==> src/rtl/nsa_pkg.sv <==
package nsa_pkg;
  localparam int unsigned NSA_ADDR_W = 20;
  localparam int unsigned NSA_NIB_W  = 4;
endpackage

==> src/rtl/nsa_nib_step.sv <==
module nsa_nib_step #(
  parameter int unsigned NIB_W = nsa_pkg::NSA_NIB_W
) (
  input  logic [NIB_W-1:0] nib_i,
  input  logic [NIB_W-1:0] stride_i,
  input  logic [NIB_W-1:0] start_i,
  output logic [NIB_W-1:0] nib_o,
  output logic             wrap_o
);
  always_comb begin
    nib_o  = nib_i + stride_i;  // natural modulo 2**NIB_W
    wrap_o = (nib_o == start_i);
  end
endmodule

==> src/rtl/nsa_page_ctr.sv <==
module nsa_page_ctr #(
  parameter int unsigned PAGE_W = nsa_pkg::NSA_ADDR_W - nsa_pkg::NSA_NIB_W
) (
  input  logic              clk_i,
  input  logic              rst_ni,
  input  logic              load_i,
  input  logic [PAGE_W-1:0] base_i,
  input  logic              inc_i,
  output logic [PAGE_W-1:0] page_o
);
  always_ff @(posedge clk_i or negedge rst_ni) begin
    if (!rst_ni)     page_o <= '0;
    else if (load_i) page_o <= base_i;
    else if (inc_i)  page_o <= page_o + PAGE_W'(1);  // top page wraps to 0
  end
endmodule

==> src/rtl/nib_stride_agen.sv <==
module nib_stride_agen #(
  parameter int unsigned ADDR_W = nsa_pkg::NSA_ADDR_W,
  parameter int unsigned NIB_W  = nsa_pkg::NSA_NIB_W
) (
  input  logic              clk_i,
  input  logic              rst_ni,
  input  logic              load_i,
  input  logic [ADDR_W-1:0] base_i,
  input  logic [NIB_W-1:0]  stride_i,
  input  logic              step_i,
  output logic [ADDR_W-1:0] addr_o,
  output logic              carry_o
);
  localparam int unsigned PAGE_W = ADDR_W - NIB_W;

  logic [NIB_W-1:0]  nib_q, start_q, stride_q, nib_nxt;
  logic [PAGE_W-1:0] page_q;
  logic              wrap, adv;

  assign adv = step_i & ~load_i;

  nsa_nib_step #(.NIB_W(NIB_W)) u_nib_step (
    .nib_i   (nib_q),
    .stride_i(stride_q),
    .start_i (start_q),
    .nib_o   (nib_nxt),
    .wrap_o  (wrap)
  );

  nsa_page_ctr #(.PAGE_W(PAGE_W)) u_page_ctr (
    .clk_i (clk_i),
    .rst_ni(rst_ni),
    .load_i(load_i),
    .base_i(base_i[ADDR_W-1:NIB_W]),
    .inc_i (adv & wrap),
    .page_o(page_q)
  );

  always_ff @(posedge clk_i or negedge rst_ni) begin
    if (!rst_ni) begin
      nib_q    <= '0;
      start_q  <= '0;
      stride_q <= NIB_W'(1);
      carry_o  <= 1'b0;
    end else if (load_i) begin
      nib_q    <= base_i[NIB_W-1:0];
      start_q  <= base_i[NIB_W-1:0];
      stride_q <= stride_i;
      carry_o  <= 1'b0;
    end else begin
      if (step_i) nib_q <= nib_nxt;
      carry_o <= step_i & wrap;
    end
  end

  assign addr_o = {page_q, nib_q};
endmodule

==> config.mk <==
export PLATFORM = sky130hd
export DESIGN_NAME = nib_stride_agen
export DESIGN_NICKNAME = d
export VERILOG_FILES = /design/src/rtl/nsa_pkg.sv /design/src/rtl/nsa_nib_step.sv /design/src/rtl/nsa_page_ctr.sv /design/src/rtl/nib_stride_agen.sv
export SDC_FILE = /design/constraint.sdc
export NUM_CORES = 1
export LEC_CHECK = 0
export ABC_AREA = 1
export BUFFER_PORTS_ARGS = -buffer_cell sky130_fd_sc_hd__buf_2
export CAP_MARGIN = 20
export CORE_ASPECT_RATIO = 0.9
export CORE_MARGIN = 2
export CORE_UTILIZATION = 28
export DETAILED_ROUTE_END_ITERATION = 7
export PLACE_DENSITY = 0.47
export SYNTH_ARGS = -nofsm -noshare
export SYNTH_HDL_FRONTEND = slang
export SYNTH_SLANG_ARGS = --single-unit
==> constraint.sdc <==
create_clock -name clk_i -period 3.14 [get_ports clk_i]
set_clock_uncertainty 0.1 [all_clocks]
set_input_delay 0.942 -clock clk_i [delete_from_list [all_inputs] [get_ports clk_i]]
set_output_delay 0.942 -clock clk_i [all_outputs]
set_load 0.01 [all_outputs]
==> results.toml <==
[status]
status = "completed"

[setup_path]
startpoint_type = "register"
cp_max_fo = 18
critPathKind = "reg2reg"
worstReg2RegStart = "stride_q[0]"
cp.arrival_ns = 2.47
worstRegToRegCells = 11
setup.worst_path.end_class = "register"
rrSetupSlack_ns = 0.79
required_ns = 3.26
timing.rr.end = "u_page_ctr.page_o[2]"
cp-endpoint = "u_page_ctr.page_o[2]"
startpoint = "stride_q[0]"

[clock_tree]
cts_tree = "yes"
clk_latency_ns = 0.28
clkSlewWorstSetupHoldPaths_ns = 0.06
cts_setup_buffers = 0
clkSinkCount = 29
cts_resized = 0
numCtsBuffers = 5
cts_buffer_depth = 2
root_buffer = "clkbuf_8"
htreeDepth = 2
holdBufCountCts = 0

[floorplanning]
io_pins = 49
rows = 28
fp.dieW_um = 90.2
dieHeight_um = 81.6
core-area_um2 = 6520
initial_core_util_pct = 28.8
dieArea_um2 = 7370

[route]
drt_iter0_drc = 98
first_pass_iters = 4
via_per_inst = 4.44
via_count = 1857
drt-total-wl_um = 4950
postRouteAntennaNets = 0
wl_per_cell_um = 11.8
drc = 0

[power_and_ir_drop]
fin_total_pwr_mw = 1.10
p_leak_nw = 1.25
vdd_drop_max_mv = 0.164
p_per_area_nw_per_um2 = 482

[timing]
finalCritPeriodShare_pct = 74.8
setup_tns_ns = 0
maxSlewViolCount = 0
setup_viol = 0
rsz0062_at_grt = "no"
hold_viol_final = 0
worstMarginPinSlew_ns = 0.701
fmax_mhz = 426
slew_headroom_pct = 53.3
min_period_ns = 2.35

[hold_path]
hp-class = "reg2reg"

[synth]
yosysUniqueCellTypes = 21
syn_area_um2 = 1870
synth_cells = 279
ys_seq_area_share_pct = 38.8
synth_warnings = 0
ys_ff_latch = 29
syn-num-nets = 312
post_synth.cell_area_avg_um2 = 6.72

[global_routing]
grt_pass1_vias = 1709
overflow = 0
grt_pass1_wl_um = 8330
antenna_found_initial = 0
gr-usage-all-layers_pct = 14.2
grt_max_degree = 30

[placed_design]
gp_congestion = 0.797
io_buffers = 48
placedCellCount = 410
dp_hpwl_um = 3560

[layout]
syn2layout_area_growth_pct = 21.7
antenna_cells = 0
n_fill_cell = 744
finalNetCount = 360
layout.cells.non_filler = 418
drive_gt1_share_pct = 18.9

[job]
maxCapViolations = 0
[cell type report]
class,count,area (um2),area share (%)
Multi-Input combinational cell,217,1010,44.1
Sequential cell,29,727,31.9
Timing Repair Buffer,50,255,11.2
Clock buffer,8,90.1,3.95
Tap cell,90,113,4.94
Inverter,24,90.1,3.95
[sequential cells by signal (all words and copies together) (netlist names)]
register	flops
stride_q	4
nib_q	4
start_q	4
u_page_ctr.page_o	16
carry_o	1
[cells in the mapped netlist (all sizes together)]
cell    instances  share of area [%]
o21ai          15                4.0
clkbuf          5                1.0
nor2           19                4.9
dfstp           1                1.4
inv            24                4.8
xnor2           1               0.47
fa              1                1.1
xor2            1               0.47
a21oi           4                1.1
nand2         129                 26
ha              4                2.7
o21bai          2               0.80
dfrtp          28                 37
buf             4                1.7
nand4           5                1.7
nand3          36                 10
[cells by family after synthesis]
kind of cell | after synthesis | synth area share, %
adder cells (fa/ha/maj) | 5 | 3.74
AO/OA/AOI/OAI | 21 | 5.87
XOR/XNOR | 2 | 0.935
AND/OR/NAND/NOR | 189 | 43.1
flip-flops | 29 | 38.8
buffers and inverters | 33 | 7.54
[worst max-delay path, cell delays in order (launching register included)]
cell and delay (ns):
dfstp_2 0.53, ha_1 0.18, fa_1 0.46, inv_1 0.07
nand2_1 0.04, nand2_1 0.05, nand4_1 0.09, nor2_2 0.14
nand3_4 0.23, nand2_4 0.26, nand2_1 0.08, nand2_1 0.06
[placed cells by master (no fill, tap or decap), drive strengths merged]
cell and count:
a21oi 4, buf 50, clkbuf 8, dfrtp 28, dfstp 1, fa 1
ha 4, inv 24, nand2 129, nand3 36, nand4 5, nor2 19
o21ai 15, o21bai 2, xnor2 1, xor2 1
[metrics by stage]
| step | utilization [%] | setup slack (ns) | hold slack, ns | area [um2] |
|---|---|---|---|---|
| final | 35.0 | 0.792 | 0.368 | 2280 |
| after global routing | 35.0 | 0.582 | 0.397 | 2280 |
| after CTS | 35.0 | 0.758 | 0.373 | 2280 |
| after detailed placement | 33.6 | 0.688 | 0.365 | 2190 |
| after global placement | 33.6 | 0.750 | 0.362 | 2190 |
| after floorplan | - | 1.03 | 0.346 | 1870 |
[how the worst min path moves through the flow]
stage | start | to | depth (start not counted)
2_1_floorplan | stride_q[0] | stride_q[0] | 2
3_3_place_gp | stride_q[0] | stride_q[0] | 2
3_5_place_dp | stride_q[0] | stride_q[0] | 2
4_1_cts | stride_q[0] | stride_q[0] | 2
5_1_grt | stride_q[0] | stride_q[0] | 2
6_report | stride_q[0] | stride_q[0] | 2
[report_power, final]
group          internal (mW)  switching [mW]  leakage (nW)
Sequential             0.423          0.0643         0.359
Clock                  0.178           0.143        0.0455
Combinational          0.117           0.173         0.850
Total                  0.718           0.380          1.25
[routing by layer]
metal  wire, um  global-route usage [%]
met2       2100                    21.4
met4         53                    4.62
met3        243                    4.13
met1       2550                    19.8
met5          0                       0
No activity file was read; power rests on OpenSTA's default activity.
